<file path="config.mk">
export PLATFORM = sky130hd
export DESIGN_NAME = xirq_edge_ctl
export DESIGN_NICKNAME = d
export VERILOG_FILES = /design/src/rtl/xirq_pkg.sv /design/src/rtl/xirq_sync.sv /design/src/rtl/xirq_line.sv /design/src/rtl/xirq_regs.sv /design/src/rtl/xirq_edge_ctl.sv
export SDC_FILE = /design/constraint.sdc
export NUM_CORES = 1
export LEC_CHECK = 0
export ABC_AREA = 1
export BUFFER_PORTS_ARGS = -buffer_cell sky130_fd_sc_hd__buf_2
export CAP_MARGIN = 40
export CORE_ASPECT_RATIO = 1.1
export CORE_MARGIN = 3
export CORE_UTILIZATION = 50
export CTS_CLUSTER_DIAMETER = 120
export DETAILED_ROUTE_END_ITERATION = 8
export GPL_TIMING_DRIVEN = 0
export PLACE_DENSITY = 0.8
export SYNTH_ARGS = -nofsm -noshare
export SYNTH_HDL_FRONTEND = slang
export SYNTH_HIERARCHICAL = 1
export SYNTH_SLANG_ARGS = --single-unit
</file>
<file path="constraint.sdc">
create_clock -name clk -period 1.45 [get_ports clk]
set_input_delay 0.145 -clock clk [delete_from_list [all_inputs] [get_ports clk]]
set_output_delay 0.145 -clock clk [all_outputs]
set_load 0.1 [all_outputs]
</file>
<file path="src/rtl/xirq_pkg.sv">
package xirq_pkg;

    parameter int unsigned XQ_DATA_W = 32;
    parameter int unsigned XQ_N_PORT = 16;
    parameter int unsigned XQ_N_REQ  = 8;
    localparam int unsigned XQ_N_LINE = XQ_N_PORT + XQ_N_REQ;

    typedef enum logic [1:0] {
        XQ_REG_MODE = 2'd0,
        XQ_REG_PEND = 2'd1,
        XQ_REG_MASK = 2'd2,
        XQ_REG_NONE = 2'd3
    } xq_reg_e;

    typedef enum logic {
        XQ_KIND_PORT = 1'b0,
        XQ_KIND_REQ  = 1'b1
    } xq_kind_e;

    typedef struct packed {
        logic lvl;
        logic prev;
    } xq_samp_s;

    // Edge-event decode for one line; a level-mode request line produces no edge event.
    function automatic logic xq_edge_event(xq_kind_e kind, logic mode, xq_samp_s s);
        logic fall;
        logic chg;
        fall = s.prev & ~s.lvl;
        chg  = s.prev ^ s.lvl;
        if (kind == XQ_KIND_PORT) begin
            return mode ? fall : chg;
        end
        return mode ? fall : 1'b0;
    endfunction

endpackage

</file>
<file path="src/rtl/xirq_sync.sv">
module xirq_sync #(
    parameter int unsigned W = 8,
    parameter logic [W-1:0] RST_VAL = '0
) (
    input  logic         clk,
    input  logic         rst,
    input  logic [W-1:0] din,
    output logic [W-1:0] dout
);
    logic [W-1:0] stage1_q;
    logic [W-1:0] stage2_q;

    always_ff @(posedge clk) begin
        if (rst) begin
            stage1_q <= RST_VAL;
            stage2_q <= RST_VAL;
        end else begin
            stage1_q <= din;
            stage2_q <= stage1_q;
        end
    end

    assign dout = stage2_q;
endmodule

</file>
<file path="src/rtl/xirq_line.sv">
module xirq_line
    import xirq_pkg::*;
#(
    parameter xq_kind_e KIND = XQ_KIND_PORT,
    parameter logic RST_BIT = 1'b0
) (
    input  logic clk,
    input  logic rst,
    input  logic lvl,
    input  logic mode,
    input  logic clr,
    output logic pend
);
    logic     prev_q;
    logic     pend_q;
    logic     pend_d;
    logic     evt;
    xq_samp_s samp;

    assign samp.lvl  = lvl;
    assign samp.prev = prev_q;
    assign evt       = xq_edge_event(KIND, mode, samp);

    always_comb begin
        if (KIND == XQ_KIND_REQ && !mode) begin
            pend_d = ~lvl;
        end else begin
            pend_d = evt | (pend_q & ~clr);
        end
    end

    always_ff @(posedge clk) begin
        if (rst) begin
            prev_q <= RST_BIT;
            pend_q <= 1'b0;
        end else begin
            prev_q <= lvl;
            pend_q <= pend_d;
        end
    end

    assign pend = pend_q;

    generate
        if (KIND == XQ_KIND_PORT) begin : g_port_chk
            p_any_change_r2: assert property (@(posedge clk) disable iff (rst)
                (!mode && (lvl != prev_q)) |=> pend_q);
            p_fall_only_r3: assert property (@(posedge clk) disable iff (rst)
                (mode && !(prev_q && !lvl) && !pend_q) |=> !pend_q);
            p_w1c_r8: assert property (@(posedge clk) disable iff (rst)
                (pend_q && clr && (lvl == prev_q)) |=> !pend_q);
        end else begin : g_req_chk
            p_level_follow_r4: assert property (@(posedge clk) disable iff (rst)
                !mode |=> (pend_q == !$past(lvl)));
            p_edge_sticky_r5: assert property (@(posedge clk) disable iff (rst)
                (mode && pend_q && !clr) |=> pend_q);
        end
    endgenerate
endmodule

</file>
<file path="src/rtl/xirq_regs.sv">
module xirq_regs
    import xirq_pkg::*;
#(
    parameter int unsigned DATA_W = XQ_DATA_W,
    parameter int unsigned N_LINE = XQ_N_LINE
) (
    input  logic              clk,
    input  logic              rst,
    input  logic [1:0]        bus_addr,
    input  logic              bus_wr,
    input  logic [DATA_W-1:0] bus_wdata,
    input  logic [N_LINE-1:0] pend,
    output logic [N_LINE-1:0] mode,
    output logic [N_LINE-1:0] mask,
    output logic [N_LINE-1:0] clr,
    output logic [DATA_W-1:0] bus_rdata
);
    localparam int unsigned RSVD_W = DATA_W - N_LINE;

    xq_reg_e           sel;
    logic [N_LINE-1:0] mode_q;
    logic [N_LINE-1:0] mask_q;
    logic [N_LINE-1:0] mode_wr;
    logic [DATA_W-1:0] mode_word;
    logic              unused_wdata_low;

    assign sel              = xq_reg_e'(bus_addr);
    assign unused_wdata_low = ^bus_wdata[RSVD_W-1:0];

    // Big-endian numbering: word bit i lives at data bit DATA_W-1-i.
    always_comb begin
        mode_word = '0;
        for (int i = 0; i < int'(N_LINE); i++) begin
            mode_word[DATA_W-1-i] = mode_q[i];
            mode_wr[i]            = bus_wdata[DATA_W-1-i];
        end
    end

    always_ff @(posedge clk) begin
        if (rst) begin
            mode_q <= '0;
            mask_q <= '0;
        end else if (bus_wr) begin
            if (sel == XQ_REG_MODE) mode_q <= mode_wr;
            if (sel == XQ_REG_MASK) mask_q <= bus_wdata[N_LINE-1:0];
        end
    end

    assign clr  = (bus_wr && sel == XQ_REG_PEND) ? bus_wdata[N_LINE-1:0] : '0;
    assign mode = mode_q;
    assign mask = mask_q;

    always_comb begin
        unique case (sel)
            XQ_REG_MODE: bus_rdata = mode_word;
            XQ_REG_PEND: bus_rdata = {{RSVD_W{1'b0}}, pend};
            XQ_REG_MASK: bus_rdata = {{RSVD_W{1'b0}}, mask_q};
            default:     bus_rdata = '0;
        endcase
    end

    p_rsvd_zero_r6: assert property (@(posedge clk) disable iff (rst)
        (sel == XQ_REG_MODE) |-> (bus_rdata[RSVD_W-1:0] == '0));
    p_mode_hold_r9: assert property (@(posedge clk) disable iff (rst)
        !(bus_wr && sel == XQ_REG_MODE) |=> $stable(mode_q));
    p_mask_hold_r10: assert property (@(posedge clk) disable iff (rst)
        !(bus_wr && sel == XQ_REG_MASK) |=> $stable(mask_q));
endmodule

</file>
<file path="src/rtl/xirq_edge_ctl.sv">
module xirq_edge_ctl
    import xirq_pkg::*;
#(
    parameter int unsigned N_PORT = XQ_N_PORT,
    parameter int unsigned N_REQ  = XQ_N_REQ,
    parameter int unsigned DATA_W = XQ_DATA_W
) (
    input  logic              clk,
    input  logic              rst,
    input  logic [N_PORT-1:0] port_in,
    input  logic [N_REQ-1:0]  req_in,
    input  logic [1:0]        bus_addr,
    input  logic              bus_wr,
    input  logic [DATA_W-1:0] bus_wdata,
    output logic [DATA_W-1:0] bus_rdata,
    output logic              irq
);
    localparam int unsigned N_LINE = N_PORT + N_REQ;
    localparam logic [N_LINE-1:0] SYNC_RST = {{N_REQ{1'b1}}, {N_PORT{1'b0}}};

    logic [N_LINE-1:0] raw;
    logic [N_LINE-1:0] lvl;
    logic [N_LINE-1:0] mode;
    logic [N_LINE-1:0] mask;
    logic [N_LINE-1:0] clr;
    logic [N_LINE-1:0] pend;

    assign raw = {req_in, port_in};

    xirq_sync #(
        .W       (N_LINE),
        .RST_VAL (SYNC_RST)
    ) u_sync (
        .clk  (clk),
        .rst  (rst),
        .din  (raw),
        .dout (lvl)
    );

    generate
        for (genvar i = 0; i < int'(N_LINE); i++) begin : g_line
            xirq_line #(
                .KIND    ((i < int'(N_PORT)) ? XQ_KIND_PORT : XQ_KIND_REQ),
                .RST_BIT (SYNC_RST[i])
            ) u_line (
                .clk  (clk),
                .rst  (rst),
                .lvl  (lvl[i]),
                .mode (mode[i]),
                .clr  (clr[i]),
                .pend (pend[i])
            );
        end
    endgenerate

    xirq_regs #(
        .DATA_W (DATA_W),
        .N_LINE (N_LINE)
    ) u_regs (
        .clk       (clk),
        .rst       (rst),
        .bus_addr  (bus_addr),
        .bus_wr    (bus_wr),
        .bus_wdata (bus_wdata),
        .pend      (pend),
        .mode      (mode),
        .mask      (mask),
        .clr       (clr),
        .bus_rdata (bus_rdata)
    );

    assign irq = |(pend & mask);
endmodule

</file>
### Yosys cells after proc, flatten, opt, wreduce, memory -nomap -nowiden

Index checks and enable logic that the tools add are counted.

* input port bits: 61
* register bits after elaboration: 144
* output and inout port bits: 33

* reduce and logical (&&, ||, !) cells: 5
* bitwise gates (word level): 137
* equality and inequality tests: 2
* mux-type cells: 34

Operators with widths (count)
* 32-bit case mux with 3 select lines: 1
* 1-bit AND: 48
* 1-bit inverter: 48
* 1-bit 2-to-1 mux: 32
* 24-bit AND: 1
* 24-bit 2-to-1 mux: 1
* 1-bit OR: 24
* 24-bit OR reduction: 1
* 1-bit XOR: 16
* 2-bit AND reduction: 2
* 2-bit by 1-bit equality test with 1-bit output, second input constant: 1
* 2-bit equality test, second input constant: 1
* 2-bit logical NOT: 1
* 1-bit logical AND: 1

### Depth between registers and ports, before layout

Gate-level depths: netlist of the first run.

* depth in word-level cells: 7
* mapped depth: 10
* gate-level depth less buffers: 9

### Modules after synthesis

The synthesis of the first run kept the hierarchy.

Modules (own cells, without submodules)
* xirq_regs: area an instance 2600.0 µm², times used 1, cells an instance 436
* xirq_line (g_line[0].u_line ...): area an instance 98.8 µm², times used 16, cells an instance 15
* xirq_sync: area an instance 1388.8 µm², times used 1, cells an instance 150
* xirq_line (g_line[16].u_line ...): area an instance 80.1 µm², times used 8, cells an instance 12
* xirq_edge_ctl: area an instance 166.4 µm², times used 1, cells an instance 43

### Worst setup path before layout of the first run

No wires, ideal clock.

* kind: in2out
* from: in bus_addr[0]
* to: out bus_rdata[0]
* cell stages on the path: 4
* arrival time: 2.647 ns
* data required time: 1.305 ns
* slack: -1.342 ns
* cell sequence: inv_1 > nand2_1 > buf_2 > o21ai_0

* cells in the longest elaborated chain, start to end: 2

Ends and longest elaborated chain
* start, declared: RTL line xirq_edge_ctl.sv:12 `input logic [1:0] bus_addr,`
* 2-bit equality test, or another cell as far along: RTL line xirq_regs.sv:54 `unique case (sel)`
* 32-bit case mux with 3 select lines (*): RTL line xirq_regs.sv:54
* end, declared: RTL line xirq_edge_ctl.sv:15 `output logic [DATA_W-1:0] bus_rdata,`

Every way passes the cells marked *; elsewhere a longest branch is shown, timed or not.

### Worst setup path after layout of the first run

* from: reg u_regs.mask_q[19], in the netlist u_regs/mask[19]
* to: out irq

* cells in the longest elaborated chain, start to end: 2

Ends and longest elaborated chain
* start, declared: RTL line xirq_regs.sv:22 `logic [N_LINE-1:0] mask_q;`
* start signal, assigned: RTL line xirq_regs.sv:45 `if (sel == XQ_REG_MASK) mask_q <= bus_wdata[N_LINE-1:0];`
* 24-bit AND: RTL line xirq_edge_ctl.sv:72 `assign irq = |(pend & mask);`
* 24-bit OR reduction: RTL line xirq_edge_ctl.sv:72
* end, declared: RTL line xirq_edge_ctl.sv:16 `output logic irq`

No other way between the ends.

==> flow_results.org, run 1 <==
** Outcome
- Status :: finished, violations left
- Violated checks :: negative setup slack

** STA
- Across all setup checks in the final design, the least slack found is -183 ps.
- In this run the tightest slew margin relative to its limit is 0.600.
- The final hold violation count came to 0.
- Setup violations remaining at the end of the flow were counted as 6.
- Dividing the final minimum period by the clock period gives 1.13.
- Final slew viol count :: 0
- Setup repair after global routing could not meet its margin everywhere.
- Based on the critical path, the design can be clocked at up to 612 MHz.
- Slew of the pin with the lowest slew margin :: 600 ps
- Worst Hold Slack :: 63.9 ps
- Between clock sinks in the finished design, the worst skew comes to 8.54 ps.
- Post-layout min period :: 1630 ps

** GRT
- Total Routing Usage GR :: 0.250
- The first global-routing pass estimated 28.1 mm of wire.
- The number of global-route vias before repair was 5896.
- The total overflow left after global routing is 0.
- Number of antenna violations at the first check in global routing :: 0
- Pin count of the biggest net entering global routing :: 30

** Floorplan
- Horizontal extent of the die :: 114 microns
- Number of placement rows :: 42
- Die height :: 124 microns
- Starting Density :: 0.521
- Core Region :: 12200 sq um
- Number of primary I/O pins :: 94
- The die covers 14100 sq um.

** Routing
- Post-DR vias/cell :: 4.75
- For this block, the via count after detailed routing is 6206.
- The detail route stage leaves a number of antenna-violating nets equal to 0.
- Before antenna repair, the detailed router went through 5 iterations.
- Iteration-0 DRC Markers :: 557
- Wirelength per Cell :: 13.4 microns
- Summed over all layers, the routed wires come to 17.6 mm.
- After detailed routing, the number of remaining DRC violations is 0.

** Power and ir drop
- Leak Pwr :: 4.61 nW
- Largest vdd supply drop :: 0.744 mV
- Power spread over the standard cell area amounts to 1140 nW/um^2.

** Clocking
- Number of clock buffers inserted by TritonCTS :: 17
- Clock transition at the registers of the reported paths :: 60 ps
- The clock passes through at most 2 buffers.
- CTS saw 144 sinks.
- CTS placed an instance of clkbuf_16 at the clock tree root.
- Maximum level of the CTS H-tree :: 4
- The clock reaches the later pin of the worst-skew pair after 420 ps.
- Clock tree from TritonCTS :: done

** Synth
- Yosys printed 6 warnings.
- For this run, the register share of the synthesized area comes to 0.452.
- Number of distinct library cells after synthesis :: 19
- Net count after synthesis :: 1042
- Register bit total from synthesis :: 144
- The mapped netlist covers 6380 sq um.
- Post-synthesis cell count :: 965
- A synthesized cell averages 6.61 sq um.

** Placement
- During placement, the flow inserted port buffers numbering 93.
- DP Area :: 7130 sq um
- Post-DP HPWL :: 11.3 mm
- At the end of routability-driven placement, the weighted congestion stood at 0.909.

** Run
- Max-cap check violation count :: 0

** Setup path
- The worst setup path is captured at an output pin.
- In this design, the stage delay of the slowest critical-path cell is 340 ps.
- The number of buffers and inverters on the critical path is 1.
- Library cell contributing the largest single delay on the critical path :: dfxtp_2
- Start-to-end type of the worst setup path :: reg -> out
- Largest fanout on the critical path :: 2
- The worst setup path is launched from a register.
- Req. time, crit path :: 1310 ps
- Family with the most delay on the worst path :: simple AND/OR/NAND/NOR gates
- Arr. time, crit path :: 1490 ps
- Walking the worst path, the cells encountered are nand2_2 > nand2_2 > nor2_2 > nand2_1 > nor2_1 > nand2_1 > buf_12.

** Final layout
- Area of all placed cells without fillers :: 8650 sq um
- Count of inserted antenna diode cells :: 0
- Share of cells above drive strength 1 :: 0.219
- Layout Area Growth over Synthesis :: 35.7%
- Final-stage net count :: 1217

** Hold path
- The path class of the tightest hold or removal check is in -> reg.
-- layer usage --
layer	GRT usage	wire [microns]
met3	0.0481	1380
met1	0.314	7030
met4	0.107	582
met5	0	0
met2	0.417	8580
-- area by class of cell --
cell class              count  area, sq um
fillers                   918         3590
flip-flops and latches    144         2930
multi-input cells         552         2500
repair buffers            156         1310
inverters                 236          893
clock buffers              20          457
plain buffers              33          255
well taps                 154          193
clock inverters            12          110
-- cells in the mapped netlist (all sizes together) --
cell type	instances	share of area
nor2	176	0.11
inv	236	0.14
o21ai	8	0.0063
nand2	269	0.16
a21oi	24	0.019
ha	16	0.031
nand4	2	0.0020
clkbuf	9	0.010
nand3	41	0.032
dfxtp	144	0.45
buf	24	0.023
o211ai	16	0.019
-- power breakdown --
group | leakage (nW) | switching (mW) | total (mW) | internal [mW]
combinational | 3.15 | 0.940 | 1.47 | 0.534
sequential | 1.20 | 0.123 | 4.28 | 4.16
clock | 0.257 | 1.70 | 4.15 | 2.45
-- logic make-up after synthesis --
logic type | after synthesis | synth area share
AND/OR/NAND/NOR | 488 | 0.300
buffers and inverters | 269 | 0.172
flip-flops | 144 | 0.452
AO/OA/AOI/OAI | 48 | 0.0439
adder cells (fa/ha/maj) | 16 | 0.0314
-- layout by cell type (no fill, tap or decap), types with 6 or more instances in the layout --
master         instances
inv_1                221
buf_2                 70
nand2_1              260
nand2_2                8
inv_2                 13
nor2_4                 7
clkbuf_16             17
o211ai_1              16
a21oi_1               24
clkinvlp_4             9
o21ai_2                6
buf_4                 22
clkbuf_1               6
nor2_1               156
dfxtp_1              109
nor2_2                13
dfxtp_2               34
ha_1                  16
clkbuf_8               6
buf_6                 34
dlygate4sd3_1         47
nand3_1               41
-- timing repair --
item	4_1_cts	5_1_grt
setup buffers	9	6
pin swaps	19	18
resized for setup	84	66
hold endpoints to repair	47	0
endpoints found under the setup margin	33	31
hold buffers	47	0
-- sequential cells by signal, summed over array words and instances, names as in the netlist --
register	count
g_line.u_line/prev_q	24
u_sync/stage1_q	24
u_regs/mode	24
u_regs/mask	24
u_sync/dout	24
g_line.u_line/pend	24
-- worst register-to-register path, delay by kind of cell (launching register included) --
kind | cells | cell delay [ps]
buffers and inverters | 6 | 650
flip-flops | 1 | 340
AND/OR/NAND/NOR | 3 | 240
-- path summary, 6_finish.rpt --
kind         slack, ps                 from  depth (start not counted)               to
max               -180      u_regs/mask[19]                          7              irq
max reg2reg        140      u_regs/mask[10]                          9  u_regs/mask[10]
min                 60        bus_wdata[10]                          3  u_regs/mask[10]
min reg2reg        400  u_sync/stage1_q[12]                          2  u_sync/dout[12]
-- per-stage QoR --
stage               power, mW  utilization  std cells  setup WS (ps)  TNS, ps
finish                   9.90        0.707       1307           -183     -361
global route             10.3        0.707       1307           -221     -751
CTS                      9.83        0.690       1301           -146     -207
detailed placement       5.55        0.583       1213           -561   -12530
global placement         5.52        0.581       1212           -545   -29010
floorplan                5.19            -        965           -636   -13380
(Power assumes the default switching activity.)
==> run 2, diff against run 1 <==
--- a/config.mk
+++ b/config.mk
@@ -14,6 +14,7 @@
 export CTS_CLUSTER_DIAMETER = 120
 export DETAILED_ROUTE_END_ITERATION = 8
 export GPL_TIMING_DRIVEN = 0
+export HOLD_SLACK_MARGIN = 0.1
 export PLACE_DENSITY = 0.8
 export SYNTH_ARGS = -nofsm -noshare
 export SYNTH_HDL_FRONTEND = slang
==> run 2 against run 1 <==
Compared with the run above: the run ends with design-rule violations, negative setup slack left; cell area up 0.77%; register-to-register slack about the same; sequential share of layout area down 0.24 points; first-iteration DRC count up 12%; critical endpoint unchanged; largest cell class unchanged; largest power group unchanged; highest routed layer unchanged.
==> flow_results.org, run 2 (same netlist as run 1, synthesis figures left out) <==
** Outcome
- Status :: finished, violations left (unchanged)
- Violated checks: design-rule violations, negative setup slack (was negative setup slack).

** GRT
- Aggregate global routing overflow :: 0 (unchanged)
- Vias in the first global route :: 5979 (was 5896)
- The global-route usage over all layers came to 0.255 (was 0.250).
- The maximum number of pins on one net before global-route repair came to 30 (unchanged).
- The number of antenna violations at the first check in global routing is 0 (unchanged).
- The wire length of the first global-routing pass came to 28.7 mm (was 28.1 mm).

** Routing
- The number of detailed-route iterations in the first pass was 9 (was 5).
- Wire length on met1 :: 7.17 mm (was 7.03 mm)
- Iteration-0 DRC Markers :: 623 (was 557)
- The total number of vias came to 6318 (was 6206).
- Detailed-routed wire length on met3 :: 1.58 mm (was 1.38 mm)
- Met2 Wirelength :: 8.88 mm (was 8.58 mm)
- Highest signal layer in the routed design :: met4 (unchanged)
- Post-DR vias/cell :: 4.81 (was 4.75)
- The average wire per standard cell was 13.9 microns (was 13.4 microns).
- The final routed DRC violation total is 1 (was 0).
- The remaining number of nets flagged by the antenna check after routing was 0 (unchanged).
- The wire length after detailed routing is 18.3 mm (was 17.6 mm).

** STA
- Finish-stage setup viols :: 6 (unchanged)
- Post-layout min period :: 1640 ps (was 1630 ps)
- The final max-slew violation count is 0 (unchanged).
- Setup_tns :: -411 ps (was -361 ps)
- Maximum clock rate :: 608 MHz (was 612 MHz)
- The smallest setup slack after layout was -194 ps (was -183 ps).
- Unrepaired setup endpoints after global routing: true (unchanged).
- The transition at the pin with the smallest max-transition slack was 608 ps (was 600 ps).
- The clock skew is 7.67 ps (was 8.54 ps).
- Final hold viol count :: 0 (unchanged)
- Relative slew slack :: 0.595 (was 0.600)
- Final period utilization :: 1.13 (about the same)

** Floorplan
- Number of placement rows :: 42 (unchanged)
- Core Region :: 12200 sq um (unchanged)
- Number of primary I/O pins :: 94 (unchanged)
- The die outline area is 14100 sq um (unchanged).
- The overall die height is 124 microns (unchanged).
- Starting Density :: 0.521 (unchanged)
- The die extent in x is 114 microns (unchanged).

** Clocking
- CTS Sinks :: 144 (unchanged)
- Number of clock buffers inserted by TritonCTS :: 17 (unchanged)
- The cell chosen for the clock root is clkbuf_16 (unchanged).
- Clock tree from TritonCTS :: done (unchanged)
- The number of H-tree levels was 4 (unchanged).
- The clock transition at the registers of the reported paths is 60 ps (about the same).
- The later-pin clock latency in the skew report is 420 ps (about the same).
- The largest buffer count on any clock path was 2 (unchanged).

** Final layout
- Layout Area Growth over Synthesis :: 36.7% (was 35.7%)
- Leading cell types in the layout, fill and taps excluded :: nand2_1 (260), inv_1 (221), nor2_1 (157) (was nand2_1 (260), inv_1 (221), nor2_1 (156))
- The number of inserted diodes is 0 (unchanged).
- Core utilization of the finished layout :: 0.712 (was 0.707)
- The share of layout cells above drive strength 1 was 0.217 (was 0.219).
- Commonest non-fill, non-tap cell in the layout :: nand2_1 (unchanged)
- The number of filler cells placed in the layout was 904 (was 918).
- The number of nets in the layout is 1223 (was 1217).
- Non-Filler Instances :: 1313 (was 1307)

** Setup path
- The kind of end point of the critical path is an output pin (unchanged).
- The reg-to-reg startpoint is u_regs/mask[10] (unchanged).
- Start-to-end type of the worst setup path :: reg -> out (unchanged)
- The end of the worst register-to-register path was u_regs/mask[10] (unchanged).
- The type of origin of the critical path was a register (unchanged).
- Arr. time, crit path :: 1500 ps (was 1490 ps)
- The length in cells of the worst reg-to-reg path was 9 (unchanged).
- Largest fanout on the critical path :: 2 (unchanged)
- The required time at the endpoint of the critical path came to 1310 ps (about the same).
- The register-to-register setup slack is 140 ps (about the same).

** Hold path
- Cell depth of the worst min-delay path :: 5 (was 3)
- Hold Crit Start :: bus_wdata[31] (was bus_wdata[10])
- Worst Hold Endpoint :: u_regs/mode[0] (was u_regs/mask[10])
- Worst min path class :: in -> reg (unchanged)

** Placement
- The count of port buffers added during placement is 93 (unchanged).
- The routability congestion estimate came to 0.909 (unchanged).
- Dpl cells :: 1213 (unchanged)
- The HPWL reported at the end of detailed placement came to 11.3 mm (unchanged).
- The post-place setup slack was -561 ps (unchanged).

** Power and ir drop
- The largest voltage drop on the vdd net is 0.745 mV (was 0.744 mV).
- Leak Pwr :: 4.63 nW (was 4.61 nW)
- The final total power came to 9.94 mW (was 9.90 mW).
- Power density of the placed cells :: 1140 nW/um^2 (about the same)

** Run
- Max-cap check violation count :: 0 (unchanged)
## run 2: changes by cell type in the layout (fill, tap and decap cells not counted), sizes merged
cell	before	now
buf	133	131
dlygate4sd3	47	55
## run 2: metrics by stage
step	hold slack, ps	cell area, sq um
4_1_cts	127	8530
3_3_place_gp	320	7110
6_report	139	8720
3_5_place_dp	318	7130
2_1_floorplan	217	6460
5_1_grt	161	8720
## run 2: final cells by class
type / count / area (sq um) / share of cell area
tap: 154 / 193 / 0.0221
inverter: 236 / 893 / 0.102
buffer: 33 / 259 / 0.0297
clock inverter: 12 / 110 / 0.0126
timing repair buffer: 162 / 1380 / 0.158
clock buffer: 20 / 457 / 0.0524
sequential: 144 / 2930 / 0.336
multi-input combinational: 552 / 2500 / 0.286
## run 2: repair_timing
| action | CTS | global route |
|---|---|---|
| pin swaps | 19 | 19 |
| setup endpoints to repair | 33 | 32 |
| hold buffers | 55 | 0 |
| resized for setup | 84 | 64 |
| buffers inserted | 9 | 4 |
| endpoints found under the hold margin | 64 | 0 |
| cloned | 0 | 0 |
## run 2: power by group
group | total (mW) | internal [mW] | switching [mW]
combinational | 1.50 | 0.548 | 0.954
sequential | 4.28 | 4.16 | 0.124
clock | 4.15 | 2.45 | 1.70
## run 2: worst max-delay path by stage
stage                                startpoint  cells after the start             to  slack, ps
after CTS                        u_regs/mask[4]                      7            irq       -150
final                           u_regs/mask[19]                      7            irq       -190
after global placement              bus_addr[0]                      7  bus_rdata[21]       -540
after global routing      g_line[2].u_line/pend                      7            irq       -230
after floorplan                     bus_addr[0]                      4  bus_rdata[11]       -640
after detailed placement            bus_addr[0]                      7  bus_rdata[21]       -560
## run 2: critical path: stages, from the launching register on
cell and delay, ps:
dfxtp_2 330, nand2_2 90, nand2_2 80, nor2_2 110
nand2_1 70, nor2_1 100, nand2_1 100, buf_12 180
## run 2: metal layers
layer  track usage  vias up
met2         0.426      350
li1              -     3140
met5             0        -
met4         0.100        0
met1         0.319     2759
met3        0.0534       69
